===== config.mk =====
export PLATFORM = sky130hd
export DESIGN_NAME = frame_crc_inserter
export DESIGN_NICKNAME = d
export VERILOG_FILES = /design/src/rtl/fci_pkg.sv /design/src/rtl/fci_classify.sv /design/src/rtl/fci_frame_ctl.sv /design/src/rtl/fci_crc_acc.sv /design/src/rtl/frame_crc_inserter.sv
export SDC_FILE = /design/constraint.sdc
export NUM_CORES = 1
export LEC_CHECK = 0
export ABC_AREA = 1
export BUFFER_PORTS_ARGS = -buffer_cell sky130_fd_sc_hd__buf_4
export CORE_MARGIN = 2
export CORE_UTILIZATION = 35
export CTS_CLUSTER_DIAMETER = 120
export CTS_CLUSTER_SIZE = 8
export DETAILED_ROUTE_END_ITERATION = 6
export PLACE_DENSITY_LB_ADDON = 0.1
export RECOVER_POWER = 25
export SLEW_MARGIN = 20
export SYNTH_ARGS = -nofsm -noshare
export SYNTH_HDL_FRONTEND = slang
export SYNTH_SLANG_ARGS = --single-unit
export TNS_END_PERCENT = 1

===== constraint.sdc =====
create_clock -name clk -period 9.2 [get_ports clk]
set_clock_uncertainty 0.2 [all_clocks]
set_input_delay 0.92 -clock clk [delete_from_list [all_inputs] [get_ports clk]]
set_output_delay 0.92 -clock clk [all_outputs]
set_load 0.02 [all_outputs]

===== src/rtl/fci_pkg.sv =====
package fci_pkg;

  localparam int unsigned WORD_W = 32;

  localparam logic [7:0]        OS_CODE_DEF    = 8'hBC;
  localparam logic [7:0]        SOF_CODE_DEF   = 8'hB5;
  localparam logic [7:0]        EOF_CODE_A_DEF = 8'h95;
  localparam logic [7:0]        EOF_CODE_B_DEF = 8'hF5;
  localparam logic [WORD_W-1:0] IDLE_WORD_DEF  = 32'hBC95_B5B5;
  localparam logic [WORD_W-1:0] POLY_DEF       = 32'h04C1_1DB7;
  localparam logic [WORD_W-1:0] INIT_DEF       = 32'hFFFF_FFFF;

  typedef enum logic [2:0] {
    WC_DATA,
    WC_CTRL,
    WC_SOF,
    WC_IDLE,
    WC_EOF,
    WC_OTHER_OS
  } wclass_e;

  typedef struct packed {
    logic              k;
    logic [WORD_W-1:0] data;
  } txword_t;

endpackage


===== src/rtl/fci_classify.sv =====
module fci_classify
  import fci_pkg::*;
#(
  parameter int unsigned W          = WORD_W,
  parameter logic [7:0]  OS_CODE    = OS_CODE_DEF,
  parameter logic [7:0]  SOF_CODE   = SOF_CODE_DEF,
  parameter logic [7:0]  EOF_CODE_A = EOF_CODE_A_DEF,
  parameter logic [7:0]  EOF_CODE_B = EOF_CODE_B_DEF,
  parameter logic [W-1:0] IDLE_WORD = IDLE_WORD_DEF
) (
  input  logic         k,
  input  logic [W-1:0] data,
  output wclass_e      cls
);
  localparam int unsigned TOP_LSB = W - 8;
  localparam int unsigned SUB_LSB = W - 16;

  logic [7:0] top_byte;
  logic [7:0] sub_byte;

  assign top_byte = data[TOP_LSB +: 8];
  assign sub_byte = data[SUB_LSB +: 8];

  always_comb begin
    if (!k) begin
      cls = WC_DATA;
    end else if (top_byte != OS_CODE) begin
      cls = WC_CTRL;
    end else if (data == IDLE_WORD) begin
      cls = WC_IDLE;
    end else if (sub_byte == SOF_CODE) begin
      cls = WC_SOF;
    end else if (sub_byte == EOF_CODE_A || sub_byte == EOF_CODE_B) begin
      cls = WC_EOF;
    end else begin
      cls = WC_OTHER_OS;
    end
  end

endmodule


===== src/rtl/fci_frame_ctl.sv =====
module fci_frame_ctl
  import fci_pkg::*;
(
  input  logic    clk,
  input  logic    rst_n,
  input  logic    adv,
  input  wclass_e cls,
  input  logic    crc_en,
  input  logic    idle_skip_en,
  output logic    frame_data,
  output logic    sof_start
);
  logic in_frame;
  logic in_frame_nxt;

  always_comb begin
    in_frame_nxt = in_frame;
    frame_data   = 1'b0;
    sof_start    = 1'b0;
    if (!crc_en) begin
      in_frame_nxt = 1'b0;
    end else begin
      unique case (cls)
        WC_SOF: begin
          in_frame_nxt = 1'b1;
          sof_start    = 1'b1;
        end
        WC_DATA: frame_data = in_frame;
        WC_IDLE: begin
          if (!idle_skip_en) in_frame_nxt = 1'b0;
        end
        WC_EOF,
        WC_OTHER_OS: in_frame_nxt = 1'b0;
        WC_CTRL: in_frame_nxt = in_frame;
        default: in_frame_nxt = 1'b0;
      endcase
    end
  end

  always_ff @(posedge clk or negedge rst_n) begin
    if (!rst_n) begin
      in_frame <= 1'b0;
    end else if (adv) begin
      in_frame <= in_frame_nxt;
    end
  end

endmodule


===== src/rtl/fci_crc_acc.sv =====
module fci_crc_acc
  import fci_pkg::*;
#(
  parameter int unsigned  W    = WORD_W,
  parameter logic [W-1:0] POLY = POLY_DEF,
  parameter logic [W-1:0] INIT = INIT_DEF
) (
  input  logic         clk,
  input  logic         rst_n,
  input  logic         preset,
  input  logic         update,
  input  logic [W-1:0] din,
  output logic [W-1:0] crc_q
);
  logic [W-1:0] crc_nxt;

  always_comb begin
    logic fb;
    crc_nxt = crc_q;
    for (int i = W - 1; i >= 0; i--) begin
      fb      = crc_nxt[W-1] ^ din[i];
      crc_nxt = {crc_nxt[W-2:0], 1'b0} ^ (fb ? POLY : '0);
    end
  end

  always_ff @(posedge clk or negedge rst_n) begin
    if (!rst_n) begin
      crc_q <= INIT;
    end else if (preset) begin
      crc_q <= INIT;
    end else if (update) begin
      crc_q <= crc_nxt;
    end
  end

endmodule


===== src/rtl/frame_crc_inserter.sv =====
module frame_crc_inserter
  import fci_pkg::*;
#(
  parameter int unsigned  W          = WORD_W,
  parameter logic [W-1:0] POLY       = POLY_DEF,
  parameter logic [W-1:0] INIT       = INIT_DEF,
  parameter logic [7:0]   OS_CODE    = OS_CODE_DEF,
  parameter logic [7:0]   SOF_CODE   = SOF_CODE_DEF,
  parameter logic [7:0]   EOF_CODE_A = EOF_CODE_A_DEF,
  parameter logic [7:0]   EOF_CODE_B = EOF_CODE_B_DEF,
  parameter logic [W-1:0] IDLE_WORD  = IDLE_WORD_DEF
) (
  input  logic         clk,
  input  logic         rst_n,
  input  logic         crc_en,
  input  logic         idle_skip_en,
  input  logic         in_valid,
  output logic         in_ready,
  input  logic         in_k,
  input  logic [W-1:0] in_data,
  output logic         out_valid,
  input  logic         out_ready,
  output logic         out_k,
  output logic [W-1:0] out_data
);
  wclass_e      in_cls;
  logic         adv;
  logic         fd_in;
  logic         sof_start;
  logic         hold_vld;
  logic         hold_fd;
  logic         hold_k;
  logic [W-1:0] hold_data;
  logic         insert;
  logic [W-1:0] crc_q;

  assign in_ready = !out_valid || out_ready;
  assign adv      = in_valid && in_ready;

  fci_classify #(
    .W(W), .OS_CODE(OS_CODE), .SOF_CODE(SOF_CODE),
    .EOF_CODE_A(EOF_CODE_A), .EOF_CODE_B(EOF_CODE_B), .IDLE_WORD(IDLE_WORD)
  ) u_cls (
    .k    (in_k),
    .data (in_data),
    .cls  (in_cls)
  );

  fci_frame_ctl u_fsm (
    .clk          (clk),
    .rst_n        (rst_n),
    .adv          (adv),
    .cls          (in_cls),
    .crc_en       (crc_en),
    .idle_skip_en (idle_skip_en),
    .frame_data   (fd_in),
    .sof_start    (sof_start)
  );

  fci_crc_acc #(.W(W), .POLY(POLY), .INIT(INIT)) u_crc (
    .clk    (clk),
    .rst_n  (rst_n),
    .preset (adv && sof_start),
    .update (adv && hold_vld && hold_fd),
    .din    (hold_data),
    .crc_q  (crc_q)
  );

  assign insert = hold_vld && hold_fd && crc_en && (in_cls == WC_EOF);

  always_ff @(posedge clk or negedge rst_n) begin
    if (!rst_n) begin
      hold_vld  <= 1'b0;
      hold_fd   <= 1'b0;
      hold_k    <= 1'b0;
      hold_data <= '0;
      out_valid <= 1'b0;
      out_k     <= 1'b0;
      out_data  <= '0;
    end else if (adv) begin
      hold_vld  <= 1'b1;
      hold_fd   <= fd_in;
      hold_k    <= in_k;
      hold_data <= in_data;
      out_valid <= hold_vld;
      out_k     <= hold_k;
      out_data  <= insert ? ~crc_q : hold_data;
    end else if (out_ready) begin
      out_valid <= 1'b0;
    end
  end

endmodule


# Word-level counts from Yosys, hierarchy flattened
# Index checks and enable logic that the tools add are counted.
classes:
  bitwise_logic: 65
  muxes: 49
  eq_ne: 11
  reduce_logical: 15
op_table:
  columns: ["operator", "n"]
  rows:
  - ["$xor 32x32->32", 32]
  - ["$mux 27", 32]
  - ["$mux 32", 3]
  - ["$eq 32x32->1 const B", 1]
  - ["$not 32->32", 1]
  - ["$xor 1x1->1", 32]
  - ["$eq 8x8->1 const B", 3]
  - ["$mux 3", 4]
  - ["$mux 1", 9]
  - ["$ne 8x8->1 const B", 1]
  - ["$logic_and 1x1->1", 7]
  - ["$eq 3x2->1 const B", 2]
  - ["$reduce_bool 2->1", 2]
  - ["$eq 3x1->1 const B", 1]
  - ["$eq 3x3->1 const B", 1]
  - ["$logic_not 3->1", 1]
  - ["$ne 3x3->1 const B", 1]
  - ["$pmux 1 s3", 1]
  - ["$reduce_and 3->1", 1]
  - ["$logic_or 1x1->1", 2]
  - ["$ne 2x2->1 const B", 1]
  - ["$reduce_or 2->1", 1]
  - ["$logic_not 1->1", 1]
totals:
  inputBits: 39
  register_bits: 102

# Depth between registers and ports, before layout
# Gate-level depths: netlist of run 1.
logic_depth:
  ltp_word: 98
  ltp_mapped: 31
  mapped_depth_nobuf: 30

# Modules after synthesis
# Synthesis of run 1 repeated with hierarchy kept, for this count alone.
unflattened:
  cells_unflattened: 1616
  hier_area_um2: 10077.2
by_module_without_submodules:
  columns: ["module", "n_inst", "cells_each", "area_each_um2"]
  rows:
  - ["fci_crc_acc", 1, 1150, 6527.5]
  - ["frame_crc_inserter", 1, 377, 3149.3]
  - ["fci_classify", 1, 72, 310.3]
  - ["fci_frame_ctl", 1, 17, 90.1]

# Least setup slack after synthesis of run 1
# Ideal clock, no wire load.
synth_path:
  path_type: "input port to flip-flop"
  startpoint: "in in_data[17]"
  endpoint: "reg out_data[11]"
  required_time_ps: 8876
  slack_ps: 6086
  stages: 12
  arrival_time_ps: 2790
  path_buffers: 2
  cell_sequence: "nor4_1 > inv_1 > a2111oi_0 > nand3_1 > nand2_1 > nand2_1 > inv_1 > clkbuf_1 > clkbuf_1 > nand2_1 > o211ai_1 > nand2_1"
synth_via:
  elab_chain_cells: 10
synth_lines:
  columns: ["item", "line_no", "source"]
  rows:
  - ["from (decl)", "frame_crc_inserter.sv:20", "input logic [W-1:0] in_data,"]
  - ["$eq 8x8->1", "fci_classify.sv:33", "end else if (sub_byte == EOF_CODE_A || sub_byte == EOF_CODE_B) begin"]
  - ["$logic_or 1x1->1", "fci_classify.sv:33", null]
  - ["$mux 1", "fci_classify.sv:33", null]
  - ["$mux 3", "fci_classify.sv:31", "end else if (sub_byte == SOF_CODE) begin"]
  - ["$mux 3 *", "fci_classify.sv:29", "end else if (data == IDLE_WORD) begin"]
  - ["$mux 3 *", "fci_classify.sv:27", "end else if (top_byte != OS_CODE) begin"]
  - ["$mux 3 *", "fci_classify.sv:25", "if (!k) begin"]
  - ["$eq 3x3->1 *", "frame_crc_inserter.sv:69", "assign insert = hold_vld && hold_fd && crc_en && (in_cls == WC_EOF);"]
  - ["$logic_and 1x1->1 *", "frame_crc_inserter.sv:69", null]
  - ["$mux 32 *", "frame_crc_inserter.sv:87", "out_data <= insert ? ~crc_q : hold_data;"]
  - ["to (signal assigned)", "frame_crc_inserter.sv:87", null]
  - ["to (decl)", "frame_crc_inserter.sv:24", "output logic [W-1:0] out_data"]
# Every way passes the cells marked *; elsewhere a longest branch is shown, timed or not.
# A chain may end at the register's enable or synchronous reset.

# Worst setup path in the final report of run 1
layout_path:
  startpoint: "in out_ready"
  endpoint: "reg u_crc.crc_q[14]"
layout_via:
  elab_chain_cells: 5
layout_lines:
  columns: ["item", "line_no", "source"]
  rows:
  - ["from (decl)", "frame_crc_inserter.sv:22", "input logic out_ready,"]
  - ["$logic_or 1x1->1 *", "frame_crc_inserter.sv:37", "assign in_ready = !out_valid || out_ready;"]
  - ["$logic_and 1x1->1 *", "frame_crc_inserter.sv:38", "assign adv = in_valid && in_ready;"]
  - ["$logic_and 1x1->1 (2 in a row)", "frame_crc_inserter.sv:64", ".update (adv && hold_vld && hold_fd),"]
  - ["$reduce_bool 2->1 (no line)", null, null]
  - ["to (signal assigned)", "fci_crc_acc.sv:32", "crc_q <= crc_nxt;"]
  - ["to (decl)", "fci_crc_acc.sv:13", "output logic [W-1:0] crc_q"]
# Marks and branches as above.

==> results.yml, run 1 <==
outcome:
  status: "finished with violations"
  violations: "capacitance limit, slew limit"
worst_setup_path:
  r2r_cells: 8
  crit_chain: "clkbuf_4 -> inv_1 -> nand2_1 -> nand2_2 -> clkbuf_1 -> nor3_1 -> buf_4 -> inv_1 -> o21ai_0 -> o21bai_1"
  critPathMaxFanout: 71
  worstReg2RegEnd: "u_crc.crc_q[14]$_DFFE_PN1P_"
  critPathArrivalTime_ns: 5.11
  crit_slowest_cell: "clkbuf_1"
  crit_required_ns: 9.29
  cpPeakStageDelay_ns: 2.18
  crit_cells: 10
  path_buf_inv: 5
  cpMostUsedCell: "inv_1"
  crit_family: "buffers and inverters"
  rr_startpoint: "out_valid$_DFFE_PN0P_"
  cp-end-kind: "flop"
  path_class: "in2reg"
  start_kind: "input pin"
  r2r_slack_ns: 4.51
clocking:
  cts_setup_buffers: 0
  cts_resized: 0
  h-tree-depth: 3
  tritoncts.num_buffers: 9
  cts_sinks: 102
  cts_max_path_buffers: 2
  ctsHoldBuffers: 0
  clock_latency_ns: 0.36
  cts_root_buffer: "clkbuf_16"
  tritoncts: "built"
  clk_pin_slew_ns: 0.08
sta:
  setup_viol_count_final: 0
  finalWorstPathRequiredPeriod_ns: 5.02
  max_slew_margin: -1.06
  final_max_slew_viol_count: 120
  rsz0062_at_grt: "false"
  tns_ns: 0
  fmaxAchievable_mhz: 199
  worst_pin_slew_ns: 3.09
  hold-worst-slack_ns: 0.283
  hold_viol: 0
  finalCritPeriodShare: 0.546
hold_path:
  hold_depth: 2
  hold_class: "reg2reg"
  min_to: "out_k$_DFFE_PN0P_"
  hp-start: "out_k$_DFFE_PN0P_"
logic_synthesis:
  ys_seq_area_frac: 0.280
  syn_avg_cell_area_um2: 6.35
  yosysTopAreaCell: "nand2_1"
  ys_seq_elements: 102
  synth.top_cell.area_share: 0.243
  ys_warn_count: 0
  synth_area_leaders: "nand2_1 24%, dfrtp_1 19%, dfstp_2 9.1%, nand3_1 8.0%, xor2_1 7.9%"
  async_flop_share: 1.00
  syn-num-nets: 1499
  synthFlopType: "dfrtp_1"
  netlist_area_um2: 9270
  synth_cell_types: 41
  synthCells: 1460
  synth_edf_count: 0
floorplanning:
  start_util: 0.356
  die_width_um: 167
  num_io_pins: 74
  dieHeight_um: 167
  die_area_um2: 27800
  coreArea_um2: 26100
  rows: 59
drt:
  route.detailed.drc: 0
  dr_total_vias: 9539
  viasPerCell: 5.13
  dr.pass1.iters: 5
  drtIter0Drc: 779
  drtAntennaViolNets: 0
  wl_per_cell_um: 18.9
  wl_um: 35100
placed_design:
  gp_congestion: 0.940
  io_buffers: 73
  dp.cells: 1845
  dp_hpwl_um: 28000
global_routing:
  met1_usage: 0.350
  grt_pass1_vias: 9064
  gr-usage-met3: 0.0471
  overflow: 0
  antenna_found_initial: 0
  grt_pass1_wl_um: 53900
  gr-usage-met2: 0.398
  grt_busiest_layer: "met2"
  grt_max_degree: 72
  gr-usage-all-layers: 0.253
layout:
  layout_commonest_cell: "nand2_1"
  layout.nets: 1560
  diodes: 0
  area_growth_pct: 12.4
  drive_gt1_frac: 0.173
  fin_cells: 1861
  final_cell_mix: "600 x nand2_1, 148 x nand3_1, 122 x inv_1"
flow_run:
  cap_violations: 2
[worst reg2reg max path, stage by stage (launching register included)]
cell and delay [ns]:
dfrtp_1 0.36, nand2_1 0.10, nand2_2 0.06, clkbuf_1 2.18, nor3_1 0.23, buf_4 0.34, inv_1 0.56, o21ai_0 0.35
o21bai_1 0.25
[layout make-up]
class	count	area, um2
fillers	2857	15600
multi-input cells	1173	5960
flip-flops and latches	102	2590
inverters	154	586
repair buffers	81	571
well taps	335	419
clock buffers	10	229
clock inverters	6	60.1
[sequential cells by signal, summed over array words and instances (netlist names)]
name            flops
hold_data          32
hold_fd             1
hold_k              1
hold_vld            1
out_data           32
out_k               1
out_valid           1
u_crc.crc_q        32
u_fsm.in_frame      1
[routing by layer]
layer | routed length [um] | up-vias
li1 | - | 4690
met1 | 16100 | 4475
met2 | 15600 | 327
met3 | 2480 | 47
met4 | 1050 | 0
met5 | 0 | -
[cells in the mapped netlist (all sizes together), types with 2 or more instances]
cell type	n
o211ai	10
clkbuf	23
a22oi	2
nor3	3
nand2	696
dfstp	32
nor4	5
o21ai	100
xor2	89
nand3	157
xnor2	25
nand3b	3
o21bai	5
inv	154
o22ai	2
dfrtp	70
nor2	39
buf	8
a21oi	18
nand4	6
or2	6
[logic make-up (layout without fill, tap and decap cells)]
| family | Yosys count | after routing | share of synthesized area |
|---|---|---|---|
| AO/OA/AOI/OAI | 140 | 140 | 0.0813 |
| AND/OR/NAND/NOR | 918 | 918 | 0.446 |
| flip-flops | 102 | 102 | 0.280 |
| XOR/XNOR | 115 | 115 | 0.115 |
| buffers and inverters | 185 | 251 | 0.0780 |
[how the worst max path moves through the flow]
stage | from | endpoint | slack, ns
CTS | u_crc.crc_q[30]$_DFFE_PN1P_ | u_crc.crc_q[13]$_DFFE_PN1P_ | 5.07
global route | out_ready | u_crc.crc_q[14]$_DFFE_PN1P_ | 3.73
finish | out_ready | u_crc.crc_q[14]$_DFFE_PN1P_ | 4.18
floorplan | in_data[17] | out_data[11]$_DFFE_PN0P_ | 6.09
detailed placement | u_crc.crc_q[30]$_DFFE_PN1P_ | u_crc.crc_q[13]$_DFFE_PN1P_ | 5.10
global placement | in_data[14] | u_crc.crc_q[14]$_DFFE_PN1P_ | 5.10
[metrics by stage]
stage	setup WS, ns	utilization	instance area, um2
floorplan	6.09	-	9270
global placement	5.10	0.390	10200
detailed placement	5.10	0.390	10200
CTS	5.07	0.401	10500
global route	3.73	0.400	10400
finish	4.18	0.400	10400
Power of run 1 is left out: the tool's default activity adds up to more than one toggle a clock period on the data nets, which glitch-free logic cannot reach.
==> run 2, diff against run 1 <==
--- a/config.mk
+++ b/config.mk
@@ -5,7 +5,7 @@
 export SDC_FILE = /design/constraint.sdc
 export NUM_CORES = 1
 export LEC_CHECK = 0
-export ABC_AREA = 1
+export ABC_AREA = 0
 export BUFFER_PORTS_ARGS = -buffer_cell sky130_fd_sc_hd__buf_4
 export CORE_MARGIN = 2
 export CORE_UTILIZATION = 35
==> constraint.sdc (replaced) <==
create_clock -name clk -period 4 [get_ports clk]
set_clock_uncertainty 0.2 [all_clocks]
set_input_delay 0.4 -clock clk [delete_from_list [all_inputs] [get_ports clk]]
set_output_delay 0.4 -clock clk [all_outputs]
set_load 0.02 [all_outputs]
==> results.yml, run 2 <==
outcome:
  status: "finished, final reports clean"
sta:
  hold-worst-slack_ns: 0.0385
  worst_pin_slew_ns: 1.36
  max_slew_margin: 0.0947
  fmaxAchievable_mhz: 255
  setup_slack_ns: 0.0728
  final_max_slew_viol_count: 0
  finalWorstPathRequiredPeriod_ns: 3.93
  finalCritPeriodShare: 0.982
  rsz0062_at_grt: "true"
  hold_viol: 0
  setup_viol_count_final: 0
logic_synthesis:
  ys_seq_area_frac: 0.355
  async_flop_share: 1.00
  synth.top_cell.area_share: 0.240
  syn-num-nets: 760
  ys_seq_elements: 102
  yosysTopAreaCell: "dfrtp_1"
  synth_common_cells: "148 x xnor2_1, 147 x nand2_1, 70 x dfrtp_1"
  synthFlopType: "dfrtp_1"
  netlist_area_um2: 7300
  synth_area_leaders: "dfrtp_1 24%, xnor2_1 18%, xnor3_1 12%, dfstp_2 12%, nand2_1 7.6%"
  syn_avg_cell_area_um2: 10.1
  synth_cell_types: 36
  ys_warn_count: 0
  synthCells: 721
  synth_edf_count: 0
  yosysMostFrequentCell: "xnor2_1"
hold_path:
  hold_depth: 3
  hold_class: "in2reg"
  hp-start: "in_data[0]"
  min_to: "hold_data[0]$_DFFE_PN0P_"
placed_design:
  dp_slack_ns: 0.0741
  io_buffers: 73
  gp_congestion: 0.944
  dp_hpwl_um: 17400
worst_setup_path:
  start_kind: "flop"
  critPathMaxFanout: 6
  r2r_slack_ns: 0.07
  cp-end-kind: "flop"
  crit_required_ns: 4.10
  worstReg2RegEnd: "u_crc.crc_q[26]$_DFFE_PN1P_"
  rr_startpoint: "u_crc.crc_q[29]$_DFFE_PN1P_"
  r2r_cells: 9
  path_class: "reg2reg"
  critPathArrivalTime_ns: 4.02
layout:
  layout.nets: 894
  layout_commonest_cell: "xnor2_1"
  diodes: 0
  reg_top3: "hold_data x32, out_data x32, u_crc.crc_q x32"
  final_core_util: 0.445
  fillCellCount: 2023
  final_cell_mix: "147 x xnor2_1, 146 x nand2_1, 141 x buf_4"
  drive_gt1_frac: 0.256
  area_growth_pct: 24.1
clocking:
  h-tree-depth: 3
  clock_latency_ns: 0.36
  cts_root_buffer: "clkbuf_16"
  cts_sinks: 102
  cts_max_path_buffers: 2
  clk_pin_slew_ns: 0.08
  tritoncts: "built"
  cts_setup_buffers: 0
  tritoncts.num_buffers: 9
drt:
  dr_total_vias: 5434
  wl_um: 22000
  drtIter0Drc: 231
  drtAntennaViolNets: 0
  dr.pass1.iters: 7
  route.detailed.drc: 0
  wl_per_cell_um: 19.5
  viasPerCell: 4.81
flow_run:
  cap_violations: 0
global_routing:
  grt_pass1_wl_um: 34200
  grt_max_degree: 100
  antenna_found_initial: 0
  overflow: 0
  gr-usage-all-layers: 0.208
  grt_pass1_vias: 5633
floorplanning:
  dieHeight_um: 148
  die_width_um: 148
  die_area_um2: 22000
  start_util: 0.358
  coreArea_um2: 20400
  num_io_pins: 74
  rows: 52
run 2: logic make-up (layout without fill, tap and decap cells):
group,count (synthesis),in the layout,synth area share
XOR/XNOR,257,257,0.427
AND/OR/NAND/NOR,218,218,0.121
AO/OA/AOI/OAI,113,113,0.0804
flip-flops,102,102,0.355
buffers and inverters,31,170,0.0159
run 2: area by class of cell:
cell class / count / area (um2) / area share
Multi-Input combinational cell: 588 / 4640 / 0.512
Sequential cell: 102 / 2590 / 0.286
Timing Repair Buffer: 152 / 1140 / 0.126
Tap cell: 270 / 338 / 0.0373
Clock buffer: 10 / 239 / 0.0264
Clock inverter: 6 / 100 / 0.0111
Inverter: 2 / 7.51 / 0.000829
run 2: worst max-delay path by stage:
stage                     depth (start not counted)                           to                   startpoint
after floorplan                                   9   u_crc.crc_q[8]$_DFFE_PN1P_  u_crc.crc_q[27]$_DFFE_PN1P_
after global placement                            9  u_crc.crc_q[26]$_DFFE_PN1P_  u_crc.crc_q[29]$_DFFE_PN1P_
after detailed placement                          9  u_crc.crc_q[26]$_DFFE_PN1P_  u_crc.crc_q[29]$_DFFE_PN1P_
after CTS                                         9  u_crc.crc_q[26]$_DFFE_PN1P_  u_crc.crc_q[29]$_DFFE_PN1P_
after global routing                              9  u_crc.crc_q[26]$_DFFE_PN1P_  u_crc.crc_q[29]$_DFFE_PN1P_
final                                             9  u_crc.crc_q[26]$_DFFE_PN1P_  u_crc.crc_q[29]$_DFFE_PN1P_
run 2: worst max-delay path, cell delays in order (launching register included):
cell and delay, ns:
dfstp_2 0.62, xnor2_4 0.16, xnor2_1 0.44, xnor3_1 0.48, xnor3_1 0.43, xor3_1 0.48, xnor3_1 0.48, xnor2_1 0.29
xnor2_1 0.12, a21oi_1 0.15
run 2: through the flow:
stage	instances	instance area, um2	TNS [ns]
finish	1130	9060	0
global placement	1113	8710	0
CTS	1130	9050	0
floorplan	721	7310	0
global route	1130	9060	-0.217
detailed placement	1113	8710	0
run 2: repair_timing:
| item | CTS | global route |
|---|---|---|
| hold buffers | 1 | 0 |
| setup endpoints to repair | 0 | 12 |
| endpoints found under the hold margin | 44 | 0 |
| gates resized for setup | 0 | 3 |
run 2: layer usage:
layer | GRT usage | routed length (um) | vias to the layer above
met5 | 0 | 0 | -
met2 | 0.361 | 11200 | 111
met3 | 0.0273 | 681 | 20
met4 | 0.0471 | 345 | 0
li1 | - | - | 2616
met1 | 0.278 | 9810 | 2687
Power of run 2 is left out for the same reason.
